$ cat src/rtl/dlink_pkg.sv
package dlink_pkg;

    typedef enum logic [1:0] {
        REG_WORD0  = 2'd0,
        REG_WORD1  = 2'd1,
        REG_STATUS = 2'd2,
        REG_MASK   = 2'd3
    } reg_sel_e;

    localparam int STS_READY = 0;
    localparam int STS_LOF   = 1;
    localparam int STS_W     = 2;

endpackage

$ cat src/rtl/dlink_tap.sv
module dlink_tap #(
    parameter int FRM_W    = 7,
    parameter int SLOT_W   = 5,
    parameter int BIT_W    = 4,
    parameter int IDX_W    = 5,
    parameter int SLC_SKIP = 12,
    parameter int SLC_LEN  = 24,
    parameter int DDS_LEN  = 12,
    parameter int DDS_SLOT = 24,
    parameter int DDS_BIT  = 6
) (
    input  logic              slc_i,
    input  logic              bfa_i,
    input  logic              mfa_i,
    input  logic              vld_i,
    input  logic [FRM_W-1:0]  frm_i,
    input  logic [SLOT_W-1:0] slot_i,
    input  logic [BIT_W-1:0]  bitn_i,
    output logic              aligned_o,
    output logic              hit_o,
    output logic [IDX_W-1:0]  idx_o
);
    localparam logic [FRM_W-1:0]  SKIP_K = FRM_W'(SLC_SKIP);
    localparam logic [FRM_W-1:0]  END_K  = FRM_W'(SLC_SKIP + SLC_LEN);
    localparam logic [FRM_W-1:0]  DDS_N  = FRM_W'(DDS_LEN);
    localparam logic [SLOT_W-1:0] D_SLOT = SLOT_W'(DDS_SLOT);
    localparam logic [BIT_W-1:0]  D_BIT  = BIT_W'(DDS_BIT);

    logic [FRM_W-1:0] fs_k;
    logic             slc_hit, dds_hit;
    logic [IDX_W-1:0] slc_idx, dds_idx;

    always_comb begin
        fs_k    = frm_i >> 1;
        slc_hit = vld_i && (slot_i == '0) && !frm_i[0] && (fs_k >= SKIP_K) && (fs_k < END_K);
        dds_hit = vld_i && (slot_i == D_SLOT) && (bitn_i == D_BIT) && (frm_i < DDS_N);
        slc_idx = IDX_W'(fs_k - SKIP_K);
        dds_idx = IDX_W'(frm_i);
        aligned_o = bfa_i && (mfa_i || !slc_i);
        hit_o     = slc_i ? slc_hit : dds_hit;
        idx_o     = slc_i ? slc_idx : dds_idx;
    end

endmodule

$ cat src/rtl/dlink_fill.sv
module dlink_fill #(
    parameter int WORD_W  = 16,
    parameter int IDX_W   = 5,
    parameter int SLC_LEN = 24,
    parameter int DDS_LEN = 12
) (
    input  logic              clk,
    input  logic              rst_n,
    input  logic              slc_i,
    input  logic              aligned_i,
    input  logic              hit_i,
    input  logic [IDX_W-1:0]  idx_i,
    input  logic              bit_i,
    output logic              done_o,
    output logic [WORD_W-1:0] w0_o,
    output logic [WORD_W-1:0] w1_o
);
    localparam int SH_W  = (SLC_LEN > DDS_LEN) ? SLC_LEN : DDS_LEN;
    localparam int STK_W = 2 * WORD_W;
    localparam logic [IDX_W-1:0] SLC_LAST = IDX_W'(SLC_LEN - 1);
    localparam logic [IDX_W-1:0] DDS_LAST = IDX_W'(DDS_LEN - 1);
    localparam logic [IDX_W-1:0] MAX_LAST = IDX_W'(SH_W - 1);

    typedef struct packed {
        logic [IDX_W-1:0]  ptr;
        logic              slc;
        logic [SH_W-1:0]   shadow;
        logic [WORD_W-1:0] w0;
        logic [WORD_W-1:0] w1;
    } fill_t;

    fill_t            fill_q, fill_d;
    logic [SH_W-1:0]  sh_nx;
    logic [STK_W-1:0] slc_pack;
    logic [IDX_W-1:0] last_idx;
    logic             done;

    always_comb begin
        fill_d     = fill_q;
        fill_d.slc = slc_i;
        done       = 1'b0;
        last_idx   = slc_i ? SLC_LAST : DDS_LAST;
        sh_nx      = (fill_q.ptr == '0) ? SH_W'(bit_i) : {fill_q.shadow[SH_W-2:0], bit_i};
        slc_pack   = STK_W'(sh_nx[SLC_LEN-1:0]) << (STK_W - SLC_LEN);
        if (!aligned_i || (slc_i != fill_q.slc)) begin
            fill_d.ptr    = '0;
            fill_d.shadow = '0;
        end else if (hit_i && (idx_i == fill_q.ptr)) begin
            if (fill_q.ptr == last_idx) begin
                done          = 1'b1;
                fill_d.ptr    = '0;
                fill_d.shadow = '0;
                if (slc_i) begin
                    fill_d.w0 = slc_pack[STK_W-1:WORD_W];
                    fill_d.w1 = slc_pack[WORD_W-1:0];
                end else begin
                    fill_d.w0 = WORD_W'(sh_nx[DDS_LEN-1:0]);
                    fill_d.w1 = '0;
                end
            end else begin
                fill_d.ptr    = fill_q.ptr + 1'b1;
                fill_d.shadow = sh_nx;
            end
        end
    end

    always_ff @(posedge clk) begin
        if (!rst_n) fill_q <= '0;
        else        fill_q <= fill_d;
    end

    assign done_o = done;
    assign w0_o   = fill_q.w0;
    assign w1_o   = fill_q.w1;

    assert_abort_R5: assert property (@(posedge clk) disable iff (!rst_n)
        !aligned_i |=> (fill_q.ptr == '0));

    assert_ptr_bound_R2: assert property (@(posedge clk) disable iff (!rst_n)
        fill_q.ptr <= MAX_LAST);

    assert_stack_hold_R4: assert property (@(posedge clk) disable iff (!rst_n)
        !done |=> ($stable(fill_q.w0) && $stable(fill_q.w1)));

    assert_dds_pad_R3: assert property (@(posedge clk) disable iff (!rst_n)
        (done && !slc_i) |=> ((fill_q.w1 == '0) && ((fill_q.w0 >> DDS_LEN) == '0)));

endmodule

$ cat src/rtl/dlink_host.sv
module dlink_host
    import dlink_pkg::*;
#(
    parameter int WORD_W = 16
) (
    input  logic              clk,
    input  logic              rst_n,
    input  logic              done_i,
    input  logic              lof_i,
    input  logic              clr_on_wr_i,
    input  logic              rd_i,
    input  logic              wr_i,
    input  logic [1:0]        addr_i,
    input  logic [WORD_W-1:0] wdata_i,
    input  logic [WORD_W-1:0] w0_i,
    input  logic [WORD_W-1:0] w1_i,
    output logic [WORD_W-1:0] rdata_o,
    output logic              irq_o
);
    typedef struct packed {
        logic [STS_W-1:0]  sts;
        logic [STS_W-1:0]  mask;
        logic [WORD_W-1:0] rdata;
    } host_t;

    host_t            host_q, host_d;
    reg_sel_e         sel;
    logic [STS_W-1:0] set_v, clr_v;
    logic [STS_W:0]   sts_view;
    logic             wdata_unused;

    assign wdata_unused = ^wdata_i[WORD_W-1:STS_W];

    always_comb begin
        host_d   = host_q;
        sel      = reg_sel_e'(addr_i);
        sts_view = {lof_i, host_q.sts};
        set_v            = '0;
        set_v[STS_READY] = done_i;
        set_v[STS_LOF]   = lof_i;
        clr_v = '0;
        if (clr_on_wr_i) begin
            if (wr_i && (sel == REG_STATUS)) clr_v = wdata_i[STS_W-1:0];
        end else if (rd_i && (sel == REG_STATUS)) begin
            clr_v = host_q.sts;
        end
        host_d.sts = (host_q.sts & ~clr_v) | set_v;
        if (wr_i && (sel == REG_MASK)) host_d.mask = wdata_i[STS_W-1:0];
        if (rd_i) begin
            case (sel)
                REG_WORD0:  host_d.rdata = w0_i;
                REG_WORD1:  host_d.rdata = w1_i;
                REG_STATUS: host_d.rdata = WORD_W'(sts_view);
                default:    host_d.rdata = WORD_W'(host_q.mask);
            endcase
        end
    end

    always_ff @(posedge clk) begin
        if (!rst_n) host_q <= '0;
        else        host_q <= host_d;
    end

    assign rdata_o = host_q.rdata;
    assign irq_o   = |(host_q.sts & host_q.mask);

    assert_ready_set_R4: assert property (@(posedge clk) disable iff (!rst_n)
        done_i |=> host_q.sts[STS_READY]);

    assert_lof_set_R7: assert property (@(posedge clk) disable iff (!rst_n)
        lof_i |=> host_q.sts[STS_LOF]);

    assert_mask_gate_R10: assert property (@(posedge clk) disable iff (!rst_n)
        (host_q.mask == '0) |-> !irq_o);

    assert_cow_keep_R9: assert property (@(posedge clk) disable iff (!rst_n)
        (clr_on_wr_i && host_q.sts[STS_READY] && !(wr_i && (sel == REG_STATUS)))
        |=> host_q.sts[STS_READY]);

endmodule

$ cat src/rtl/dlink_rx_stack.sv
module dlink_rx_stack #(
    parameter int WORD_W   = 16,
    parameter int FRM_W    = 7,
    parameter int SLOT_W   = 5,
    parameter int BIT_W    = 4,
    parameter int SLC_SKIP = 12,
    parameter int SLC_LEN  = 24,
    parameter int DDS_LEN  = 12,
    parameter int DDS_SLOT = 24,
    parameter int DDS_BIT  = 6
) (
    input  logic              clk,
    input  logic              rst_n,
    input  logic              pay_vld_i,
    input  logic              pay_bit_i,
    input  logic [FRM_W-1:0]  frm_num_i,
    input  logic [SLOT_W-1:0] slot_num_i,
    input  logic [BIT_W-1:0]  bit_num_i,
    input  logic              mode_slc_i,
    input  logic              bfa_i,
    input  logic              mfa_i,
    input  logic              lof_i,
    input  logic              clr_on_wr_i,
    input  logic              hst_rd_i,
    input  logic              hst_wr_i,
    input  logic [1:0]        hst_addr_i,
    input  logic [WORD_W-1:0] hst_wdata_i,
    output logic [WORD_W-1:0] hst_rdata_o,
    output logic              irq_o
);
    localparam int SH_W  = (SLC_LEN > DDS_LEN) ? SLC_LEN : DDS_LEN;
    localparam int IDX_W = $clog2(SH_W + 1);

    logic              aligned, hit, done;
    logic [IDX_W-1:0]  idx;
    logic [WORD_W-1:0] w0, w1;

    dlink_tap #(
        .FRM_W(FRM_W), .SLOT_W(SLOT_W), .BIT_W(BIT_W), .IDX_W(IDX_W),
        .SLC_SKIP(SLC_SKIP), .SLC_LEN(SLC_LEN), .DDS_LEN(DDS_LEN),
        .DDS_SLOT(DDS_SLOT), .DDS_BIT(DDS_BIT)
    ) u_tap (
        .slc_i(mode_slc_i), .bfa_i(bfa_i), .mfa_i(mfa_i), .vld_i(pay_vld_i),
        .frm_i(frm_num_i), .slot_i(slot_num_i), .bitn_i(bit_num_i),
        .aligned_o(aligned), .hit_o(hit), .idx_o(idx)
    );

    dlink_fill #(
        .WORD_W(WORD_W), .IDX_W(IDX_W), .SLC_LEN(SLC_LEN), .DDS_LEN(DDS_LEN)
    ) u_fill (
        .clk(clk), .rst_n(rst_n), .slc_i(mode_slc_i), .aligned_i(aligned),
        .hit_i(hit), .idx_i(idx), .bit_i(pay_bit_i),
        .done_o(done), .w0_o(w0), .w1_o(w1)
    );

    dlink_host #(
        .WORD_W(WORD_W)
    ) u_host (
        .clk(clk), .rst_n(rst_n), .done_i(done), .lof_i(lof_i),
        .clr_on_wr_i(clr_on_wr_i), .rd_i(hst_rd_i), .wr_i(hst_wr_i),
        .addr_i(hst_addr_i), .wdata_i(hst_wdata_i), .w0_i(w0), .w1_i(w1),
        .rdata_o(hst_rdata_o), .irq_o(irq_o)
    );

endmodule

$ cat config.mk
export PLATFORM = sky130hd
export DESIGN_NAME = dlink_rx_stack
export DESIGN_NICKNAME = d
export VERILOG_FILES = /design/src/rtl/dlink_pkg.sv /design/src/rtl/dlink_tap.sv /design/src/rtl/dlink_fill.sv /design/src/rtl/dlink_host.sv /design/src/rtl/dlink_rx_stack.sv
export SDC_FILE = /design/constraint.sdc
export NUM_CORES = 1
export LEC_CHECK = 0
export ABC_AREA = 1
export BUFFER_PORTS_ARGS = -buffer_cell sky130_fd_sc_hd__buf_2
export CORE_MARGIN = 4
export CORE_UTILIZATION = 57
export CTS_CLUSTER_SIZE = 20
export DETAILED_ROUTE_END_ITERATION = 8
export PLACE_DENSITY = 0.84
export SLEW_MARGIN = 20
export SYNTH_ARGS = -nofsm -noshare
export SYNTH_HDL_FRONTEND = slang
export SYNTH_SLANG_ARGS = --single-unit
$ cat constraint.sdc
create_clock -name clk -period 2.4 [get_ports clk]
set_input_delay 0.36 -clock clk [delete_from_list [all_inputs] [get_ports clk]]
set_output_delay 0.36 -clock clk [all_outputs]
set_load 0.01 [all_outputs]
### Word level (Yosys, flattened, before mapping)

Cells that the tools add are included.
Widths: inputs -> output; s select.

| word-level totals | value |
|---|---|
| bits in registers | 81 |
| output and inout bits | 17 |

| operators by class | value |
|---|---|
| $add $sub $neg | 2 |
| order comparisons | 3 |
| eq/ne operators | 8 |
| muxes and demuxes | 14 |
| bitwise operators | 6 |
| reductions and logical operators | 23 |

Operator list:

| kind | number |
|---|---|
| $pmux 16 s3 | 1 |
| $mux 32 | 1 |
| $mux 24 | 1 |
| $mux 23 | 1 |
| $mux 5 | 3 |
| $logic_and 1x1->1 | 12 |
| $eq 5x5->1 | 2 |
| $logic_not 5->1 | 2 |
| $lt 7x4->1 const B | 1 |
| $ge 6x4->1 const B | 1 |
| $lt 6x6->1 const B | 1 |
| $mux 2 | 3 |
| $add 5x1->5 const B | 1 |
| $eq 5x5->1 const B | 1 |
| $sub 5x4->5 const B | 1 |
| $and 2x2->2 | 2 |
| $eq 2x2->1 const B | 2 |
| $eq 4x3->1 const B | 1 |
| $mux 1 | 4 |
| $reduce_or 2->1 | 2 |
| $logic_not 1->1 | 3 |
| $reduce_and 3->1 | 1 |
| $eq 2x1->1 const B | 1 |
| $logic_not 2->1 | 1 |
| 5 further kinds | 7 |

### Logic depth before layout (Yosys ltp)

Gate-level depths: netlist of run 1.

| logic depth | value |
|---|---|
| depth in word-level cells | 10 |
| mapped depth | 15 |

### By module

Synthesis of run 1 repeated with hierarchy kept, for this count alone.

| second synthesis, totals | value |
|---|---|
| cell total of the unflattened synthesis | 667 |
| area total of the unflattened synthesis | 4,256.6 um^2 |

Modules (own cells, without submodules):

| module | instances | cells an instance | area each (um^2) |
|---|---|---|---|
| dlink_fill | 1 | 457 | 2,862.7 |
| dlink_host | 1 | 160 | 1,154.9 |
| dlink_tap | 1 | 50 | 239.0 |

### Worst setup path before layout of run 1

No wires, ideal clock.

| timing | value |
|---|---|
| kind | input port to flip-flop |
| start | input port frm_num_i[3] |
| end | register u_fill.fill_q[54] (netlist bit) |
| setup time | 132 ps |
| arrival | 1,701 ps |
| required time | 2,268 ps |
| path slack | 566 ps |
| cell stages on the path | 13 |
| path buffers | 1 |
| cells stage by stage | inv_1 ha_1 inv_1 nand2_1 nand3_1 nand2_1 nor2_1 nand2_1 nor2_4 nand2_1 buf_2 nand2_1 a21oi_1 |

| on the way | value |
|---|---|
| word-level cells in the longest chain between the ends | 5 |
| elaborated cells between the ends (all ways) | 11 |

Ends and longest elaborated chain:

| what | line | text |
|---|---|---|
| start: declaration | dlink_rx_stack.sv:16 | `input logic [FRM_W-1:0] frm_num_i,` |
| parallel branches: the longest is 4 deep, another holds $sub 5x4->5 | n/a |  |
| $logic_and 1x1->1 * | dlink_fill.sv:48 | `end else if (hit_i && (idx_i == fill_q.ptr)) begin` |
| end signal: assignment | dlink_fill.sv:69 | `else fill_q <= fill_d;` |
| end: declaration | dlink_fill.sv:32 | `fill_t fill_q, fill_d;` |

Mark *: on every way between the ends.
A chain may end at the register's enable or synchronous reset.

### Worst setup path in the final report of run 1

| timing | value |
|---|---|
| start | register u_fill.fill_q[59] (netlist bit) |
| end | register u_fill.fill_q, in the netlist u_fill.w0_o[13] |

| on the way | value |
|---|---|
| word-level cells in the longest chain between the ends | 3 |
| elaborated cells between the ends (all ways) | 7 |

Ends and longest elaborated chain:

| what | line |
|---|---|
| $eq 5x5->1 / $logic_not 5->1 (equally long branches) | dlink_fill.sv:48, dlink_fill.sv:43 |
| $logic_and 1x1->1 / $mux 24 (equally long branches) | dlink_fill.sv:48, dlink_fill.sv:43 |
| $reduce_and 3->1 (no line) / $mux 32 (equally long branches) | n/a |

Parallel ways exist; a longest one is shown, timed or not.

==> results of run 1 <==
Yosys cell counts, drive strengths merged:
cell      n
nand3    28
clkinv    1
o22ai     1
buf      32
xor2      1
nor2     90
inv      97
o221a     1
or2       1
a21oi    36
ha        5
nor3      4
nand4    33
nand2   171
o21ai    36
a31oi     2
clkbuf   15
o221ai    8
dfxtp    73
metal layers:
layer  wire length, um  up-vias  share of wire
met5                 0        -              0
met4               167        0          0.018
met3               686       13          0.074
met2              4448      143           0.48
met1              4011     1799           0.43
li1                  -     2027              -
worst max-delay path: stages (launching register included):
cell and delay (ps):
dfxtp_1 430, inv_1 130, o21ai_1 160, nand4_1 180, nor2_4 270, nand3_2 370, nor2_1 260, nor2_1 80
cells by family (layout without fill, tap and decap cells):
| group | count (synthesis) | in the layout |
|---|---|---|
| buffers and inverters | 145 | 171 |
| AO/OA/AOI/OAI | 84 | 84 |
| flip-flops | 73 | 73 |
| XOR/XNOR | 1 | 1 |
| AND/OR/NAND/NOR | 327 | 327 |
| adder cells (fa/ha/maj) | 5 | 5 |
placed cells by master (no fill, tap or decap), drive strengths merged, types with 2 or more instances in the layout:
master and instances:
a31oi 2, inv 97, o221ai 8, nor3 4
nand2 171, clkbuf 11, clkinvlp 3, buf 58
a21oi 36, dfxtp 73, nand4 33, nand3 28
ha 5, o21ai 36, nor2 90
worst max-delay path by stage:
stage | cells past startpoint | to
6_report | 7 | u_fill.w0_o[13]
5_1_grt | 14 | u_fill.w0_o[13]
4_1_cts | 7 | u_fill.w0_o[13]
3_5_place_dp | 14 | u_fill.w0_o[6]
3_3_place_gp | 14 | u_fill.w1_o[9]
2_1_floorplan | 13 | u_fill.fill_q[54]
layout make-up:
class / instances / area share
Clock buffer: 11 / 0.03447
Inverter: 98 / 0.08376
Clock inverter: 4 / 0.01197
Sequential cell: 73 / 0.3328
Multi-Input combinational cell: 417 / 0.4373
Timing Repair Buffer: 58 / 0.07236
Tap cell: 96 / 0.02735
power groups by stage:
stage	clock [mW]	combinational (mW)	sequential, mW
global route	1.04	0.243	1.24
global placement	0	0.209	1.26
floorplan	0	0.156	1.26
detailed placement	0	0.215	1.26
CTS	0.991	0.216	1.24
finish	0.978	0.216	1.24
sequential cells by signal, summed over array words and instances, names as in the netlist:
signal          count
u_fill.fill_q      29
u_fill.w0_o        16
u_fill.w1_o         8
u_host.host_q       4
u_host.rdata_o     16
==> reports/qor.tcl, run 1 <==
set qor(coreArea_sq_mm) 0.006832
set qor(criticalPathCategory) {flop to flop}
set qor(die-area_sq_mm) 0.008475
set qor(area_growth_pct) 9.040
set qor(clock.fmax_mhz) 504.0
set qor(totalNegativeSetupSlack_ps) 0
set qor(number_of_design_rule_violations_left_by_the_first_detailed_router_iteration) 452
set qor(met3_usage) 0.06481
set qor(clock_tree.buffer_depth) 2
set qor(gr-usage-all-layers) 0.2204
set qor(p_clk_frac) 0.403
set qor(worstMarginPinSlew_ps) 751.8
set qor(setup.worst_path.start) {u_fill.fill_q[59]}
set qor(multi_input_comb_area_sq_mm) 0.001921
set qor(fin_worst_skew_ps) 7.783
set qor(synth.ff_latch_count) 73
set qor(layout_cells_sized_above_1) 0.1256
set qor(synth_xor_area_frac) 0.002175
set qor(setup_ws_ps) 416.0
set qor(relSlewSlack) 0.4982
set qor(routed-via-count) 3982
set qor(antenna_cells) 0
set qor(die_w_um) 92.06
set qor(peakVddDrop_mv) 0.3594
set qor(ff2ff_setup_slack_ps) 420
set qor(worstSkewPairLatency_ps) 350
set qor(place_ws_ps) 184.4
set qor(synth_top_area_share) 0.3628
set qor(seq_power_share) 0.508
set qor(run_status) {completed}
set qor(synthesis.nets) 685
set qor(synth_compound_gate_area_share) 0.1153
set qor(numCtsBuffers) 9
set qor(viasPerCell) 5.260
set qor(reg2reg_to) {u_fill.w0_o[13]}
set qor(synthSimpleGateAreaFrac) 0.3439
set qor(power_leakage_nw) 2.125
set qor(io-pin-count) 62
set qor(holdBufCountCts) 0
set qor(wirelength_mm) 9.313
set qor(global_route.overflow_total) 0
set qor(cts_repair_resize_count) 0
set qor(global_route.usage.met2) 0.3717
set qor(postRouteAntennaNets) 0
set qor(first_global_vias) 3534
set qor(finalNetCount) 707
set qor(worst_ep_arrival_time_ps) 2210
set qor(yosys.area_share.adder) 0.01553
set qor(final-seq-area_sq_mm) 0.001461
set qor(hold_path.startpoint) {lof_i}
set qor(power.switching_uw) 599.8
set qor(hold_path.class) {primary input to flop}
set qor(synth_top_family_by_area) {simple AND/OR/NAND/NOR gates}
set qor(synth_mux_area_frac) 0
set qor(intPower_mw) 1.830
set qor(placement.io_buffers) 47
set qor(drt_first_pass_iters) 6
set qor(detail_route.wl_per_cell_um) 12.30
set qor(power.total_mw) 2.430
set qor(clock-sinks) 73
set qor(timing.hold.ws_ps) 269.5
set qor(post_synth_instance_area_sq_mm) 0.004028
set qor(numPlacedInstances) 742
set qor(final-instance-count-excl-fill) 757
set qor(yosysSeqAreaShare) 0.3628
set qor(grt_util_met1) 0.2681
set qor(initial_antenna_violation_count) 0
set qor(ctsHtreeMaxLevel) 3
set qor(clock_transition_time_at_the_flip_flop_clock_pins_of_the_worst_setup_and_hold_paths_ps) 70
set qor(final_period_minus_worst_setup_slack_ps) 1984
set qor(wire_length_of_the_first_global_routing_pass_mm) 15.45
set qor(yosys_warnings) 0
set qor(synth.largest_area_cell) {dfxtp_1}
set qor(dp.final_hpwl_mm) 6.414
set qor(grt_setup_unrepaired) {no}
set qor(min_delay_worst_endpoint) {u_host.host_q[19]}
set qor(cts_tree) {done}
set qor(setup.worst_path.start_class) {flop}
set qor(placedInstanceArea_sq_mm) 0.004188
set qor(n_fill_cell) 593
set qor(gpl.final_weighted_congestion) 0.8315
set qor(holdPathStages) 3
set qor(power-per-cell-area_mw_per_mm2) 553.4
set qor(final_slew_violations) 0
set qor(fin_util) 0.6429
set qor(cts_setup_buffers) 0
set qor(globalRoute.busiestLayer) {met2}
set qor(vertical_die_dimension_um) 92.06
set qor(start_util) 0.5896
set qor(row_count) 30
set qor(p_comb_frac) 0.089
set qor(period_share) 0.8267
set qor(reg2reg_depth) 7
set qor(drv_cap) 0
set qor(fin_area_sq_mm) 0.004392
set qor(netlist_top_cells_area) {dfxtp_1 (36%), nand2_1 (16%), inv_1 (8.8%), nor2_1 (8.2%), nand4_1 (5.1%)}
set qor(reg_to_reg_start) {u_fill.fill_q[59]}
set qor(grt_max_degree) 42
set qor(postSynthCellCount) 635
set qor(end_kind) {flop}
set qor(post_synth.cell_area_avg_sq_um) 6.343
set qor(timing.final.hold_violations) 0
set qor(critical_path.max_fanout) 18
set qor(drt_drc_violations_left) 0
set qor(cts_root_buf) {clkbuf_8}
set qor(netlist-cell-type-count) 27
set qor(power.switching_fraction) 0.2468
set qor(critPathRequiredTime_ps) 2630
set qor(setup_violations) 0
Power figures use the tool's default switching activity.
==> run 2: changes to the inputs <==
CORE_UTILIZATION = 52   (was 57)
PLACE_DENSITY = 0.81   (was 0.84)
clock period = 1.62 ns   (was 2.4 ns; I/O delays follow)
==> run 2 against run 1 <==
- the flow now finishes with violations (setup timing)
- critical path type unchanged
- global-route usage grew 1.3 points
- first-iteration DRC count decreased by 25%
- cell area increased by 14%
- via count grew 7.0%
- critical path depth increased by 1
- clock power increased by 30%
- utilization increased by 3.2 points
- sequential share of layout area fell by 3.9 points
- register-to-register slack lost 510 ps
- wire length is 15% higher
- non-clock buffer count rose by 49
- clock skew about the same
==> reports/qor.tcl, run 2 (synthesis gave the netlist of run 1 again) <==
set qor(io-pin-count) 62 ;# unchanged
set qor(antenna_cells) 0 ;# unchanged
set qor(worstMarginPinSlew_ps) 473.6 ;# -278.2 ps
set qor(failed_checks) {setup timing}
set qor(most_used_cells_in_the_layout_excluding_fill_and_tap_cells) {nand2_1 (164), inv_1 (88), nor2_1 (80), dfxtp_1 (70)}
set qor(final_slew_violations) 0 ;# unchanged
set qor(fin_worst_skew_ps) 7.507 ;# -0.2757 ps
set qor(fin_area_sq_mm) 0.004996 ;# +14%
set qor(die-area_sq_mm) 0.009218 ;# +8.8%
set qor(criticalPathCategory) {flop to flop}
set qor(wire_length_of_the_first_global_routing_pass_mm) 17.13 ;# +11%
set qor(placedInstanceArea_sq_mm) 0.004577 ;# +9.3%
set qor(final_common_cell) {nand2_1}
set qor(layout_cells_sized_above_1) 0.2335 ;# +0.1079
set qor(holdBufCountCts) 0 ;# unchanged
set qor(peakVddDrop_mv) 0.3630 ;# +1.0%
set qor(gr-usage-all-layers) 0.2334 ;# +0.01295
set qor(period_share) 1.055 ;# +0.2286
set qor(timing.critical_path.cells) {buf_4 -> ha_4 -> nand4_1 -> buf_4 -> nand3_1 -> nand3_1 -> nand2_1 -> nor2_1}
set qor(grt_setup_unrepaired) {yes}
set qor(critical_path.top_delay_family) {simple AND/OR/NAND/NOR gates}
set qor(clock.fmax_mhz) 585.0 ;# +16%
set qor(postRouteAntennaNets) 0 ;# unchanged
set qor(drv_cap) 0 ;# unchanged
set qor(run_status) {complete, but fails checks}
set qor(clock_transition_time_at_the_flip_flop_clock_pins_of_the_worst_setup_and_hold_paths_ps) 80 ;# about the same
set qor(die_w_um) 96.01 ;# +4.3%
set qor(area_growth_pct) 24.04
set qor(worstSkewPairLatency_ps) 350 ;# about the same
set qor(dp.final_hpwl_mm) 7.064 ;# +10%
set qor(final-instance-count-excl-fill) 810 ;# +7.0%
set qor(final_period_minus_worst_setup_slack_ps) 1709 ;# -274.5 ps
set qor(first_global_vias) 4005 ;# +13%
set qor(critPathRequiredTime_ps) 1900 ;# -730 ps
set qor(totalNegativeSetupSlack_ps) -1000 ;# -1000 ps
set qor(initial_antenna_violation_count) 0 ;# unchanged
set qor(hold_path.class) {primary input to flop}
set qor(cp_slowest_cell) {buf_4}
set qor(global_route.overflow_total) 0 ;# unchanged
set qor(cts_root_buf) {clkbuf_8}
set qor(vertical_die_dimension_um) 96.01 ;# +4.3%
set qor(timing.hold.ws_ps) 148.3 ;# -121.2 ps
set qor(clock-sinks) 73 ;# unchanged
set qor(numCtsBuffers) 9 ;# unchanged
set qor(drt_first_pass_iters) 5 ;# -1
set qor(number_of_design_rule_violations_left_by_the_first_detailed_router_iteration) 337 ;# -25%
set qor(setup_ws_ps) -89.49 ;# -505.5 ps
set qor(cts_tree) {done}
set qor(timing.final.hold_violations) 0 ;# unchanged
set qor(path_buf_inv) 2 ;# +1
set qor(row_count) 31 ;# +3.3%
set qor(grt_max_degree) 42 ;# unchanged
set qor(detail_route.wl_per_cell_um) 13.18 ;# +7.2%
set qor(viasPerCell) 5.259 ;# about the same
set qor(largest_register_ffs) 29 ;# unchanged
set qor(numPlacedInstances) 786 ;# +5.9%
set qor(placement.io_buffers) 47 ;# unchanged
set qor(coreArea_sq_mm) 0.007408 ;# +8.4%
set qor(finalNetCount) 756 ;# +6.9%
set qor(clock_tree.buffer_depth) 2 ;# unchanged
set qor(wirelength_mm) 10.68 ;# +15%
set qor(critical-path-max-stage-delay_ps) 340 ;# -90 ps
set qor(gpl.final_weighted_congestion) 0.8461 ;# +1.8%
set qor(critical_path.max_fanout) 28 ;# +10
set qor(power_leakage_nw) 2.419 ;# +14%
set qor(setup_violations) 26 ;# +26
set qor(relSlewSlack) 0.6843 ;# +0.1860
set qor(end_kind) {flop}
set qor(power.total_mw) 3.493 ;# +44%
set qor(routed-via-count) 4260 ;# +7.0%
set qor(regMostFlops) {u_fill.fill_q}
set qor(worst_ep_arrival_time_ps) 1990 ;# -220 ps
set qor(start_util) 0.5437 ;# -0.04590
set qor(ctsHtreeMaxLevel) 3 ;# unchanged
set qor(setup.worst_path.start_class) {flop}
set qor(power-per-cell-area_mw_per_mm2) 699.1 ;# +26%
set qor(drt_drc_violations_left) 0 ;# unchanged
run 2: cell types whose count changed in the layout (fill, tap and decap cells not counted), sizes merged:
| cell | before | now |
|---|---|---|
| buf | 58 | 105 |
| bufinv | 1 | 0 |
| inv | 97 | 98 |
| clkinv | 1 | 4 |
run 2: power by group:
group | internal [mW] | switching (mW)
combinational | 0.150 | 0.244
clock | 0.552 | 0.718
sequential | 1.82 | 0.0123
total | 2.52 | 0.974
run 2: worst paths after layout:
kind / from / end / slack, ps / cells after the start
hold / removal: lof_i / u_host.host_q[19] / 150 / 3
setup / recovery: u_fill.fill_q[57] / u_fill.fill_q[59] / -90 / 8
setup reg to reg: u_fill.fill_q[57] / u_fill.fill_q[59] / -90 / 8
hold reg to reg: u_fill.w0_o[6] / u_host.rdata_o[6] / 470 / 2
run 2: layout make-up:
| cell class | count | area, sq um |
|---|---|---|
| clock buffer | 9 | 123.9 |
| clock inverter | 7 | 46.29 |
| fill | 610 | 2412 |
| inverter | 98 | 370.4 |
| multi-input combinational | 417 | 2041 |
| sequential | 73 | 1465 |
| tap | 99 | 123.9 |
| timing repair buffer | 107 | 825.8 |
run 2: worst register-to-register path: stages (launching register included):
cell	delay (ps)
dfxtp_2	330
buf_4	140
ha_4	160
nand4_1	190
buf_4	350
nand3_1	150
nand3_1	150
nand2_1	80
nor2_1	90
run 2: routing by layer:
| metal | GRT usage | up-vias | wire, um |
|---|---|---|---|
| met5 | 0 | - | 0 |
| met4 | 0.09834 | 0 | 241 |
| met3 | 0.03753 | 26 | 513 |
| met2 | 0.3974 | 119 | 5298 |
| met1 | 0.2905 | 1992 | 4625 |
| li1 | - | 2123 | - |
run 2: through the flow:
step / utilization / worst slack (ps)
2_1_floorplan: - / 2.991
3_3_place_gp: 0.6178 / -219.9
3_5_place_dp: 0.6178 / -326.5
4_1_cts: 0.6555 / 8.546
5_1_grt: 0.6744 / -193.4
6_report: 0.6744 / -89.49
run 2: repair_timing:
action,4_1_cts,5_1_grt
cloned,1,2
gates resized for setup,17,23
pin swaps,2,4
setup buffers,4,2
setup endpoints to repair,52,53
endpoints found under the hold margin,0,0
==> run 3: changes to the inputs <==
MAX_ROUTING_LAYER = met4   (was unset)
==> run 3 against run 2 <==
- the run still ends with setup timing left
- clock skew rose by 3.7 ps
- global-route usage rose by 2.1 points
- utilization rose by 3.8 points
- combinational power rose by 5%
- fmax fell by 1.8%
- hold slack improved by 8.4 ps
- sequential share of layout area fell by 1.6 points
==> reports/qor.tcl, run 3 (synthesis gave the netlist of run 1 again) <==
set qor(cts_root_buf) {clkbuf_8}
set qor(placement.io_buffers) 47 ;# unchanged
set qor(numCtsBuffers) 9 ;# unchanged
set qor(period_share) 1.075 ;# +0.01928
set qor(cts_tree) {done}
set qor(final_common_cell) {nand2_1}
set qor(global_route.overflow_total) 0 ;# unchanged
set qor(power.total_mw) 3.699 ;# +5.9%
set qor(multi_input_comb_area_sq_mm) 0.002176 ;# +6.6%
set qor(clock_transition_time_at_the_flip_flop_clock_pins_of_the_worst_setup_and_hold_paths_ps) 80 ;# about the same
set qor(peakVddDrop_mv) 0.4585 ;# +26%
set qor(drt_drc_violations_left) 0 ;# unchanged
set qor(numPlacedInstances) 785 ;# -0.13%
set qor(postRouteAntennaNets) 0 ;# unchanged
set qor(number_of_design_rule_violations_left_by_the_first_detailed_router_iteration) 463 ;# +37%
set qor(wire_length_of_the_first_global_routing_pass_mm) 18.24 ;# +6.4%
set qor(largest_register_ffs) 29 ;# unchanged
set qor(worst_ep_arrival_time_ps) 2030 ;# +40 ps
set qor(failed_checks) {setup timing}
set qor(placedInstanceArea_sq_mm) 0.004582 ;# +0.11%
set qor(wirelength_mm) 12.06 ;# +13%
set qor(run_status) {complete, but fails checks}
set qor(antenna_cells) 0 ;# unchanged
set qor(holdBufCountCts) 0 ;# unchanged
set qor(coreArea_sq_mm) 0.007408 ;# unchanged
set qor(detail_route.wl_per_cell_um) 14.76 ;# +12%
set qor(setup.worst_path.start_class) {flop}
set qor(clock_tree.buffer_depth) 2 ;# unchanged
set qor(first_global_vias) 4091 ;# +2.1%
set qor(most_used_cells_in_the_layout_excluding_fill_and_tap_cells) {nand2_1 (145), inv_1 (81), nor2_1 (70), dfxtp_1 (70), buf_4 (48)}
set qor(fin_area_sq_mm) 0.005280 ;# +5.7%
set qor(start_util) 0.5437 ;# unchanged
set qor(critPathRequiredTime_ps) 1910 ;# about the same
set qor(final-instance-count-excl-fill) 817 ;# +0.86%
set qor(worstMarginPinSlew_ps) 483.1 ;# +9.543 ps
set qor(gr-usage-all-layers) 0.2547 ;# +0.02135
set qor(grt_setup_unrepaired) {yes}
set qor(dp.final_hpwl_mm) 7.157 ;# +1.3%
set qor(power_leakage_nw) 2.494 ;# +3.1%
set qor(io-pin-count) 62 ;# unchanged
set qor(row_count) 31 ;# unchanged
set qor(finalNetCount) 763 ;# +0.93%
set qor(timing.final.hold_violations) 0 ;# unchanged
set qor(n_fill_cell) 526 ;# -14%
set qor(layout_cells_sized_above_1) 0.3008 ;# +0.06736
set qor(die_w_um) 96.01 ;# unchanged
set qor(hold_path.class) {primary input to flop}
set qor(viasPerCell) 5.382 ;# +2.3%
set qor(critical_path.max_fanout) 6 ;# -79%
set qor(ctsHtreeMaxLevel) 3 ;# unchanged
set qor(initial_antenna_violation_count) 0 ;# unchanged
set qor(vertical_die_dimension_um) 96.01 ;# unchanged
set qor(final-seq-area_sq_mm) 0.001465 ;# unchanged
set qor(power-per-cell-area_mw_per_mm2) 700.5 ;# +0.21%
set qor(regMostFlops) {u_fill.fill_q}
set qor(area_growth_pct) 31.10
set qor(routed-via-count) 4397 ;# +3.2%
set qor(final_slew_violations) 0 ;# unchanged
set qor(relSlewSlack) 0.6779 ;# -0.006362
set qor(worstSkewPairLatency_ps) 350 ;# about the same
set qor(gpl.final_weighted_congestion) 0.8593 ;# +1.6%
set qor(drt_first_pass_iters) 6 ;# +1
set qor(setup_violations) 26 ;# unchanged
set qor(grt_max_degree) 42 ;# unchanged
set qor(fin_worst_skew_ps) 11.17 ;# +3.660 ps
set qor(clock.fmax_mhz) 574.5 ;# -1.8%
set qor(setup_ws_ps) -120.7 ;# -31.23 ps
set qor(end_kind) {flop}
set qor(drv_cap) 0 ;# unchanged
set qor(die-area_sq_mm) 0.009218 ;# unchanged
set qor(clock-sinks) 73 ;# unchanged
set qor(final_period_minus_worst_setup_slack_ps) 1741 ;# +31.23 ps
set qor(criticalPathCategory) {flop to flop}
[run 3: cell count changes in the layout (fill, tap and decap cells not counted), sizes merged]
| cell | before | now |
|---|---|---|
| clkinvlp | 3 | 0 |
| clkinv | 4 | 5 |
| buf | 105 | 110 |
| clkbuf | 11 | 14 |
| bufinv | 0 | 1 |
[run 3: what timing repair did]
action / 4_1_cts / 5_1_grt
endpoints found under the setup margin: 52 / 53
setup buffers: 10 / 3
gates cloned: 2 / 4
pin swaps: 7 / 18
resized for setup: 30 / 65
[run 3: final timing paths]
kind | start | endpoint | slack, ps | cells past startpoint
hold reg to reg | u_fill.fill_q[48] | u_fill.fill_q[48] | 470 | 2
hold / removal | lof_i | u_host.host_q[19] | 160 | 3
setup reg to reg | u_fill.fill_q[58] | u_fill.w0_o[13] | -120 | 10
setup / recovery | u_fill.fill_q[58] | u_fill.w0_o[13] | -120 | 10
[run 3: stage by stage]
step	hold slack [ps]	setup TNS, ps	worst slack, ps	utilization
finish	156.7	-1888	-120.7	0.7127
global route	169.3	-4076	-199.7	0.7127
CTS	143.5	-928.4	-66.25	0.6783
detailed placement	457.0	-11390	-305.6	0.6185
global placement	447.3	-7670	-210.9	0.6185
floorplan	377.0	0	2.991	-
[run 3: where the power goes]
part,internal (mW),leakage (nW),switching [mW]
Sequential,1.82,0.593,0.0128
Clock,0.758,0.107,0.697
Combinational,0.155,1.79,0.258
[run 3: area by class of cell]
cell class,count,share of cell area
clock buffers,10,0.02607
clock inverters,6,0.01256
inverters,98,0.07014
multi-input cells,417,0.4121
flip-flops and latches,73,0.2775
well taps,99,0.02346
repair buffers,114,0.1782
[run 3: per-layer routing]
metal / GRT usage / share of wire / vias to the layer above
li1: - / - / 2149
met1: 0.3111 / 0.41 / 2012
met2: 0.4250 / 0.49 / 182
met3: 0.03987 / 0.063 / 54
met4: 0.09123 / 0.039 / 0
met5: - / 0 / -
[run 3: worst max-delay path, stage by stage (launching register included)]
cell and delay (ps):
dfxtp_2 350, buf_6 120, ha_4 140, nand4_1 200, nor2_4 230, nand3_4 140, buf_12 170, clkbuf_16 160
nand2_2 50, nand2_1 40, nor2_1 90
